--- config.mk ---
export PLATFORM = sky130hd
export DESIGN_NAME = chroma_fir_chain
export DESIGN_NICKNAME = d
export VERILOG_FILES = /design/src/rtl/chroma_fir_pkg.sv /design/src/rtl/chroma_hb_stage.sv /design/src/rtl/chroma_fir_ctrl.sv /design/src/rtl/chroma_out_fmt.sv /design/src/rtl/chroma_fir_chain.sv
export SDC_FILE = /design/constraint.sdc
export NUM_CORES = 2
export LEC_CHECK = 0
export ABC_AREA = 0
export CAP_MARGIN = 0
export CORE_MARGIN = 2
export CORE_UTILIZATION = 40
export DETAILED_ROUTE_END_ITERATION = 10
export DONT_BUFFER_PORTS = 1
export PLACE_DENSITY_LB_ADDON = 0.2
export RECOVER_POWER = 100
export SYNTH_ARGS = -nofsm -noshare
export SYNTH_HDL_FRONTEND = slang
export SYNTH_SLANG_ARGS = --single-unit
--- constraint.sdc ---
create_clock -name clk -period 18.1 [get_ports clk]
set_input_delay 3.62 -clock clk [delete_from_list [all_inputs] [get_ports clk]]
set_output_delay 3.62 -clock clk [all_outputs]
set_load 0.03 [all_outputs]
--- src/rtl/chroma_fir_pkg.sv ---
package chroma_fir_pkg;

    localparam int TAPS   = 11;
    localparam int CW     = 10;
    localparam int SW     = 18;
    localparam int FRAC   = 3;
    localparam int AW     = 32;
    localparam int DEC_SH = 9;
    localparam int INT_SH = 8;

    typedef enum logic [1:0] {
        S1_IDLE,
        S1_EVEN,
        S1_GAP,
        S1_ODD
    } s1_state_t;

    typedef enum logic [2:0] {
        S2_IDLE,
        S2_EVEN_A,
        S2_ODD_A,
        S2_EVEN_B,
        S2_ODD_B
    } s2_state_t;

    // Half-band weights, symmetric about the centre tap, summing to 512.
    function automatic logic signed [CW-1:0] tap(input int idx);
        int off;
        off = idx - TAPS / 2;
        if (off < 0) off = -off;
        case (off)
            0:       return CW'(256);
            1:       return CW'(150);
            3:       return CW'(-28);
            5:       return CW'(6);
            default: return '0;
        endcase
    endfunction

endpackage

--- src/rtl/chroma_hb_stage.sv ---
module chroma_hb_stage
    import chroma_fir_pkg::*;
#(
    parameter int SWP   = SW,
    parameter int AWP   = AW,
    parameter int NTAP  = TAPS,
    parameter int DSH   = DEC_SH,
    parameter int ISH   = INT_SH
) (
    input  logic                  clk,
    input  logic                  rst_n,
    input  logic                  interp,
    input  logic                  push,
    input  logic signed [SWP-1:0] din,
    input  logic                  fire,
    input  logic                  odd,
    output logic signed [SWP-1:0] dout,
    output logic                  dout_vld
);

    localparam int HALF    = NTAP / 2;
    localparam int NEVEN   = HALF + 1;
    localparam int ODD_IDX = (HALF - 1) / 2;

    logic signed [SWP-1:0] line [NTAP];
    logic signed [AWP-1:0] acc_full, acc_even, acc_odd, acc_sel, sum_r;
    logic signed [SWP-1:0] rounded;

    always_comb begin
        acc_full = '0;
        for (int j = 0; j < NTAP; j++) begin
            acc_full = acc_full + AWP'(tap(j)) * AWP'(line[j]);
        end
        acc_even = '0;
        for (int i = 0; i < NEVEN; i++) begin
            acc_even = acc_even + AWP'(tap(2 * i)) * AWP'(line[i]);
        end
        acc_odd = AWP'(tap(HALF)) * AWP'(line[ODD_IDX]);
    end

    always_comb begin
        if (interp) begin
            acc_sel = odd ? acc_odd : acc_even;
            sum_r   = acc_sel + AWP'(1 << (ISH - 1));
            rounded = SWP'(sum_r >>> ISH);
        end else begin
            acc_sel = acc_full;
            sum_r   = acc_sel + AWP'(1 << (DSH - 1));
            rounded = SWP'(sum_r >>> DSH);
        end
    end

    always_ff @(posedge clk or negedge rst_n) begin
        if (!rst_n) begin
            for (int k = 0; k < NTAP; k++) line[k] <= '0;
            dout     <= '0;
            dout_vld <= 1'b0;
        end else begin
            if (push) begin
                line[0] <= din;
                for (int k = 1; k < NTAP; k++) line[k] <= line[k-1];
            end
            dout_vld <= fire;
            if (fire) dout <= rounded;
        end
    end

endmodule

--- src/rtl/chroma_fir_ctrl.sv ---
module chroma_fir_ctrl
    import chroma_fir_pkg::*;
(
    input  logic clk,
    input  logic rst_n,
    input  logic interp,
    input  logic in_valid,
    input  logic s1_vld,
    output logic push1,
    output logic fire1,
    output logic odd1,
    output logic push2,
    output logic fire2,
    output logic odd2
);

    s1_state_t st1, st1_nx;
    s2_state_t st2, st2_nx;
    logic      ph1, ph2;
    logic      dfire1, dfire2;

    // State register process
    always_ff @(posedge clk or negedge rst_n) begin
        if (!rst_n) begin
            st1    <= S1_IDLE;
            st2    <= S2_IDLE;
            ph1    <= 1'b0;
            ph2    <= 1'b0;
            dfire1 <= 1'b0;
            dfire2 <= 1'b0;
        end else begin
            st1    <= st1_nx;
            st2    <= st2_nx;
            dfire1 <= !interp && push1 && ph1;
            dfire2 <= !interp && push2 && ph2;
            if (!interp && push1) ph1 <= !ph1;
            if (!interp && push2) ph2 <= !ph2;
        end
    end

    // Next-state logic
    always_comb begin
        st1_nx = st1;
        unique case (st1)
            S1_IDLE: if (interp && in_valid) st1_nx = S1_EVEN;
            S1_EVEN: st1_nx = S1_GAP;
            S1_GAP:  st1_nx = S1_ODD;
            S1_ODD:  st1_nx = S1_IDLE;
            default: st1_nx = S1_IDLE;
        endcase

        st2_nx = st2;
        unique case (st2)
            S2_IDLE:   if (interp && s1_vld) st2_nx = S2_EVEN_A;
            S2_EVEN_A: st2_nx = S2_ODD_A;
            S2_ODD_A:  st2_nx = S2_EVEN_B;
            S2_EVEN_B: st2_nx = S2_ODD_B;
            S2_ODD_B:  st2_nx = s1_vld ? S2_EVEN_A : S2_IDLE;
            default:   st2_nx = S2_IDLE;
        endcase
    end

    // Output logic
    always_comb begin
        push2 = s1_vld;
        if (interp) begin
            push1 = in_valid && (st1 == S1_IDLE);
            fire1 = (st1 == S1_EVEN) || (st1 == S1_ODD);
            odd1  = (st1 == S1_ODD);
            fire2 = (st2 != S2_IDLE);
            odd2  = (st2 == S2_ODD_A) || (st2 == S2_ODD_B);
        end else begin
            push1 = in_valid;
            fire1 = dfire1;
            odd1  = 1'b0;
            fire2 = dfire2;
            odd2  = 1'b0;
        end
    end

endmodule

--- src/rtl/chroma_out_fmt.sv ---
module chroma_out_fmt
    import chroma_fir_pkg::*;
#(
    parameter int SWP   = SW,
    parameter int FR    = FRAC,
    parameter int OW    = 10,
    parameter int CLIPW = 8
) (
    input  logic                  clk,
    input  logic                  rst_n,
    input  logic                  interp,
    input  logic                  norm,
    input  logic                  in_vld,
    input  logic signed [SWP-1:0] w,
    output logic                  out_valid,
    output logic        [OW-1:0]  dout
);

    localparam int MAXV = (1 << (CLIPW - 1)) - 1;
    localparam int MINV = -(1 << (CLIPW - 1));

    logic signed [SWP:0]     wx, r_a, r_b, q_a, q_b, q_sel;
    logic signed [CLIPW-1:0] clip;
    logic        [OW-1:0]    nxt;

    always_comb begin
        wx  = {w[SWP-1], w};
        r_a = wx + (SWP+1)'(1 << (FR - 1));
        r_b = wx + (SWP+1)'(1 << FR);
        q_a = r_a >>> FR;
        q_b = r_b >>> (FR + 1);
        q_sel = (interp || norm) ? q_a : q_b;
        if (q_sel > MAXV)      clip = CLIPW'(MAXV);
        else if (q_sel < MINV) clip = CLIPW'(MINV);
        else                   clip = CLIPW'(q_sel);
        if (interp) nxt = OW'(q_a);
        else        nxt = OW'(clip);
    end

    always_ff @(posedge clk or negedge rst_n) begin
        if (!rst_n) begin
            out_valid <= 1'b0;
            dout      <= '0;
        end else begin
            out_valid <= in_vld;
            if (in_vld) dout <= nxt;
        end
    end

endmodule

--- src/rtl/chroma_fir_chain.sv ---
module chroma_fir_chain
    import chroma_fir_pkg::*;
#(
    parameter int IW    = 12,
    parameter int PW    = 8,
    parameter int OW    = 10,
    parameter int CLIPW = 8
) (
    input  logic          clk,
    input  logic          rst_n,
    input  logic          interp,
    input  logic          norm,
    input  logic          src_pins,
    input  logic          in_valid,
    input  logic [IW-1:0] din,
    output logic          out_valid,
    output logic [OW-1:0] dout
);

    logic signed [SW-1:0] x_in, s1_dout, s2_dout;
    logic s1_vld, s2_vld;
    logic push1, fire1, odd1, push2, fire2, odd2;

    always_comb begin
        if (src_pins) x_in = {{(SW-FRAC-PW){din[PW-1]}}, din[PW-1:0], {FRAC{1'b0}}};
        else          x_in = {{(SW-IW){din[IW-1]}}, din};
    end

    chroma_fir_ctrl u_ctrl (
        .clk(clk), .rst_n(rst_n), .interp(interp), .in_valid(in_valid),
        .s1_vld(s1_vld), .push1(push1), .fire1(fire1), .odd1(odd1),
        .push2(push2), .fire2(fire2), .odd2(odd2)
    );

    chroma_hb_stage u_st1 (
        .clk(clk), .rst_n(rst_n), .interp(interp), .push(push1), .din(x_in),
        .fire(fire1), .odd(odd1), .dout(s1_dout), .dout_vld(s1_vld)
    );

    chroma_hb_stage u_st2 (
        .clk(clk), .rst_n(rst_n), .interp(interp), .push(push2), .din(s1_dout),
        .fire(fire2), .odd(odd2), .dout(s2_dout), .dout_vld(s2_vld)
    );

    chroma_out_fmt #(.OW(OW), .CLIPW(CLIPW)) u_fmt (
        .clk(clk), .rst_n(rst_n), .interp(interp), .norm(norm),
        .in_vld(s2_vld), .w(s2_dout), .out_valid(out_valid), .dout(dout)
    );

endmodule

== Word-level counts from Yosys, hierarchy flattened ==
Cells that the tools add are included.

* Add/sub/neg operators: 28
* Multipliers: 22
* Order comparisons: 2
* Eq/ne operators: 9
* Multiplexer cells: 19
* Reductions and logical operators: 16

{| class="wikitable"
|+ Operators by type and width
! operator !! number
|-
| 27-bit adder || 8
|-
| 26-bit adder || 8
|-
| 4-bit by 18-bit multiplier with 22-bit output, first input constant || 8
|-
| 3-bit by 18-bit multiplier with 21-bit output, first input constant || 6
|-
| 8-bit by 18-bit multiplier with 26-bit output, first input constant || 4
|-
| 22-bit by 24-bit adder with 25-bit output || 4
|-
| 8-bit by 18-bit multiplier with 25-bit output, first input constant || 4
|-
| 27-bit by 10-bit adder with 27-bit output, second input constant || 2
|-
| 27-bit by 26-bit adder with 27-bit output || 2
|-
| 18-bit 2-to-1 mux || 3
|-
| 26-bit by 9-bit adder with 26-bit output, second input constant || 2
|-
| 26-bit 2-to-1 mux || 2
|-
| 18-bit by 4-bit adder with 19-bit output, second input constant || 1
|-
| 18-bit by 5-bit adder with 19-bit output, second input constant || 1
|-
| 19-bit by 8-bit > comparator with 1-bit output, second input constant || 1
|-
| 19-bit by 8-bit < comparator with 1-bit output, second input constant || 1
|-
| 19-bit 2-to-1 mux || 1
|-
| 8-bit 2-to-1 mux || 2
|-
| 3-bit case mux with 5 select lines || 1
|-
| 10-bit 2-to-1 mux || 1
|-
| 2-bit case mux with 4 select lines || 1
|-
| 1-bit logical AND || 7
|-
| 3-bit by 2-bit equality test with 1-bit output, second input constant || 2
|-
| 1-bit 2-to-1 mux || 6
|-
| 12 further kinds || 18
|}

* Register bits: 454
* Output and inout bits: 11
* Word-level logic and storage cells: 130

== Longest topological paths before layout ==
* Word-level depth: 9
* Mapped depth: 41
* Mapped depth without buffers: 41

== Hierarchy ==
Synthesis repeated with hierarchy kept, for this count alone.

* Cell total of the unflattened synthesis: 7126
* Area total of the unflattened synthesis: 67976.4 sq um

{| class="wikitable"
|+ By module, submodules not included
! module !! instances !! cells each !! area an instance (sq um) !! seq. area each (sq um)
|-
| chroma_hb_stage at u_st2 || 1 || 3476 || 33150.5 || 5430.2
|-
| chroma_hb_stage at u_st1 || 1 || 3397 || 32687.6 || 5430.2
|-
| chroma_out_fmt || 1 || 192 || 1475.2 || 275.3
|-
| chroma_fir_ctrl || 1 || 48 || 498.0 || 225.2
|-
| chroma_fir_chain || 1 || 13 || 165.2 || 0.0
|}

== Least setup slack after synthesis ==
No wires, ideal clock.

* Path type: reg2reg
* Start point: register u_st2.line[181] (netlist name)
* End point: register u_st2.dout[16]
* Arrival time: 8.341 ns
* Data required time: 18.018 ns
* Setup slack: 9.677 ns
* Cell stages (with the launch flop): 36
* Period minus slack after synthesis: 8.423 ns
* Cells stage by stage: dfrtp_1 ha_1 ha_1 inv_1 fa_1 nor2b_1 o21ai_0 a21boi_0 o21ai_0 a21boi_0 o21ai_0 a21boi_0 nor2_1 ha_1 nand3_1 nand2_1 a41oi_1 nand2_1 fa_1 fa_1 inv_1 fa_1 ha_1 and3_1 a221oi_1 nand3b_1 o211a_1 xnor2_1 a21oi_1 or4_4 or4_4 nand4bb_4 or3_1 and2_0 or3_1 a22oi_2

* Cells in the longest elaborated chain, start to end: 9

{| class="wikitable"
|+ RTL lines
! item !! line !! source
|-
| from (decl) || chroma_hb_stage.sv:25 || <nowiki>logic signed [SWP-1:0] line [NTAP];</nowiki>
|-
| 3-bit by 18-bit multiplier with 21-bit output (*) || chroma_hb_stage.sv:32, chroma_hb_stage.sv:36 ||
|-
| 22-bit by 24-bit adder with 25-bit output, on equally long branches || chroma_hb_stage.sv:32, chroma_hb_stage.sv:36 ||
|-
| 27-bit adder / 26-bit adder (equally long branches) || chroma_hb_stage.sv:32, chroma_hb_stage.sv:36 ||
|-
| 27-bit by 26-bit adder with 27-bit output / 26-bit adder (equally long branches) || chroma_hb_stage.sv:32, chroma_hb_stage.sv:36 ||
|-
| 27-bit adder / 26-bit adder (equally long branches) (2 in a row) || chroma_hb_stage.sv:32, chroma_hb_stage.sv:36 ||
|-
| 27-bit adder / 26-bit 2-to-1 mux (equally long branches) || chroma_hb_stage.sv:32, chroma_hb_stage.sv:43 ||
|-
| 27-bit by 10-bit adder with 27-bit output / 26-bit by 9-bit adder with 26-bit output (equally long branches) || chroma_hb_stage.sv:48, chroma_hb_stage.sv:44 ||
|-
| 18-bit 2-to-1 mux (*) || chroma_hb_stage.sv:42 || <nowiki>if (interp) begin</nowiki>
|-
| to (signal assigned) || chroma_hb_stage.sv:64 || <nowiki>if (fire) dout <= rounded;</nowiki>
|-
| to (decl) || chroma_hb_stage.sv:17 || <nowiki>output logic signed [SWP-1:0] dout,</nowiki>
|}

Mark *: on every way between the ends. The rest lies on a longest branch, timed or not.
A chain may end at the register's enable or synchronous reset.

== Final worst setup path ==
* Start point: input port interp
* End point: register u_st1.line[129] (netlist name)

* Cells in the longest elaborated chain, start to end: 1

{| class="wikitable"
|+ RTL lines
! item !! line !! source
|-
| from (decl) || chroma_fir_chain.sv:11 || <nowiki>input logic interp,</nowiki>
|-
| 1-bit 2-to-1 mux || chroma_fir_ctrl.sv:66 || <nowiki>if (interp) begin</nowiki>
|-
| to (decl) || chroma_hb_stage.sv:25 ||
|}

No other way between the ends.

==> impl_results.md <==
* Routability congestion estimate at between 0.8 and 0.9
* Fin. max-slew vios at just over 500
* Setup TNS at 0 ps
* Failing checks: max-capacitance violations, max-slew violations
* CP arrival at 12340 ps
* Status: finished with violations
* Initial Utilization at 0.4013
* Die area at 150900 um2
* Crit path max fanout at roughly 200
* Fmax at 81.97 MHz
* Reg2reg start: u_st1.dout_vld
* R2R Setup Slk at 7380 ps
* WL/cell at 18.47 um
* Row Count at 141
* Cts hold-fix bufs at 0
* Final setup violation count at 0
* Post-CTS Setup Repair Bufs at 0
* Finished Core Util at 0.4288
* Root Buffer: clkbuf_16
* Synth Warn # at 0
* EDFF count, synth at 0
* Clock Latency Late Sink at a little under 700 ps
* CORE AREA at 147300 um2
* Synthesized area per cell at 9.362 um2
* Register area share after synthesis at 0.1634
* Mapped Cells at between 6000 and 7000
* Final WL at 152700 um
* Port bufs at 0
* Share of cells above drive strength 1 at 0.05396
* Worst Skew at 31.44 ps
* CTS H-Tree Depth at 2
* HP Class: flop to flop
* CP startpoint kind: primary input
* Die Width at 388.4 um
* R2R Path End: u_st2.line[111]
* Number of global-route vias before repair at 45066
* First-pass GRT wire length at ~250000 um
* Sink Count at 386
* Via density at 5.162
* Clock buffer depth at 3
* Synth-to-Final Area Change at 6.834%
* Die height at between 300 and 400 um
* WP data required at between 15000 and 20000 ps
* Measured slew at the worst slew-check pin at 8819 ps
* Worst Setup End Kind: flop
* Via Count at 42677
* Final period utilization at 0.6740
* I/O pins at 29
* Critical path type: primary input to flop
* DPL Wire Length at 126400 um
* #FFs+latches synth at slightly below 400
* Ys flop type: dfrtp_1
* Initial antenna violation count at 2
* Max-slew headroom at -4.880
* Fin worst setup slack at 5901 ps
* Netlist cell types at 85
* Number of DRC markers in iteration 0 at between 1500 and 2000
* # nets final at 8028
* Worst setup path end: u_st1.line[129]
* Final hold violations at 0
* FFs w/ async S/R, synth at 1.000
* Global route overflow at 0
* Unrepaired setup endpoints after global routing: no
* Cts bufs inserted at 56
* GR Util All Layers at 0.2073
* Clk slew on worst S/H paths at 60 ps
* Synthesized area at 59120 um2
* CTS tree: yes
* Pre-CTS setup slack at 8536 ps
* Drt drc at 0
* PostCTS Resize Cnt at 0
* Largest net degree at the start of global routing at 387
* R2R depth at 3
* Final ANT Viol Nets at 0
* Diodes inserted at 0
* Tmin final at 12200 ps
* Worst setup path startpoint: interp
* Syn nets at 8051
* Max-cap violations at 5
* DR pass1 iterations at 5
[how the worst min path moves through the flow]
stage                        start              end  depth (start not counted)
floorplan           u_st2.dout_vld  u_fmt.out_valid                          0
global placement        u_ctrl.ph2       u_ctrl.ph2                          1
detailed placement      u_ctrl.ph2       u_ctrl.ph2                          1
CTS                 u_st2.line[62]   u_st2.line[44]                          2
global route            u_ctrl.ph2       u_ctrl.ph2                          1
finish                  u_ctrl.ph2       u_ctrl.ph2                          1
[sequential cells by signal, indices dropped and copies added (netlist names)]
signal	flops
u_ctrl.ph2	1
u_st2.dout	16
u_ctrl.st1	2
u_ctrl.dfire2	1
u_st2.line	198
u_fmt.out_valid	1
u_ctrl.st2	3
u_ctrl.ph1	1
u_ctrl.dfire1	1
u_fmt.dout	10
u_st1.dout	18
u_st1.dout_vld	1
u_st1.line	132
u_st2.dout_vld	1
[logic make-up (layout without fill, tap and decap cells)]
| kind of cell | count (synthesis) | in the layout | share of synthesized area |
|---|---|---|---|
| muxes | 219 | 219 | 0.04127 |
| buffers and inverters | 1189 | 1212 | 0.07551 |
| adders and majority gates | 1718 | 1718 | 0.4346 |
| and+or+nand+nor | 1159 | 1159 | 0.09261 |
| DFF | 386 | 386 | 0.1634 |
| AOI/OAI and AO/OA | 1192 | 1192 | 0.1250 |
| xor gates and xnor gates | 452 | 452 | 0.06766 |
[layout by cell type, fill, tap and decap left out, types with 12 or more instances in the layout]
cell       netlist  routed
xor2_1         137     137
fa_1           559     559
or2_2           14      13
clkinv_2         0      15
o41ai_1         24      24
mux2_2         195     195
or3_1           34      34
nand2b_1        53      53
o21ai_0        355     357
nor2_1         338     338
clkbuf_16        0      56
a211oi_1        36      36
a21o_1          80      80
a21oi_1        331     331
o21a_1          50      50
nand2_1        326     326
nor4_1          15      15
nor3_1         108     108
and3_1          31      31
ha_1          1159    1159
nand3_1         92      92
dfrtp_1        386     386
a41oi_1         13      13
mux2i_1         23      23
nor2b_1         58      58
inv_1         1094    1094
a21boi_0        29      29
nand4_1         17      17
xnor2_1        312     312
a31oi_1         46      46
clkbuf_1        84      12
and2_1          37      32
o211ai_1        17      17
o21bai_1        92      92
[cell usage after synthesis, drive strengths merged (15+ instances only)]
master  count  area [um2]
a211oi     36       270.3
a21boi     29       217.7
a21o       81       609.3
a21oi     331        1657
a31oi      46       287.8
and2       38       237.7
and3       32       205.2
clkbuf     84       315.3
dfrtp     386        9659
fa        559       11190
ha       1159       14500
inv      1094        4106
mux2      195        2196
mux2i      24       244.0
nand2     326        1224
nand2b     53       331.6
nand3      93       478.0
nand4      17       106.4
nor2      338        1269
nor2b      58       362.9
nor3      108       540.5
nor4       15       93.84
o211ai     19       161.4
o21a       50       375.4
o21ai     362        1812
o21bai     92       690.7
o41ai      24       210.2
or3        36       231.5
xnor2     312        2733
xor2      137        1200
[metal layers]
metal,track usage,up-vias,share of wire
met5,0,-,0.00010
met4,0.05964,2,0.031
met3,0.01902,170,0.025
met2,0.3889,478,0.52
met1,0.2495,20842,0.42
li1,-,21185,-
[worst max-delay path: stages]
cell and delay (ps):
inv_1 60, clkbuf_1 890, o21ai_0 490, clkbuf_1 6090, o21ai_0 1020
[cell type report]
cell class,count,area [um2]
clock buffer,72,1562
clock inverter,32,342.8
fill,14642,84150
inverter,1095,4110
multi-input combinational,4740,45000
sequential,386,9659
tap,1930,2415
timing repair buffer,13,75.07
[metrics by stage]
step / area [um2] / std cells / hold slack [ps]
final: 63160 / 8268 / 469.1
after global routing: 63160 / 8268 / 472.4
after CTS: 63230 / 8268 / 463.2
after detailed placement: 61320 / 8164 / 457.3
after global placement: 61320 / 8164 / 453.3
after floorplan: 59120 / 6315 / 351.9
Power is left out: the tool's default activity adds up to more than one toggle a clock period on the data nets, which glitch-free logic cannot reach.
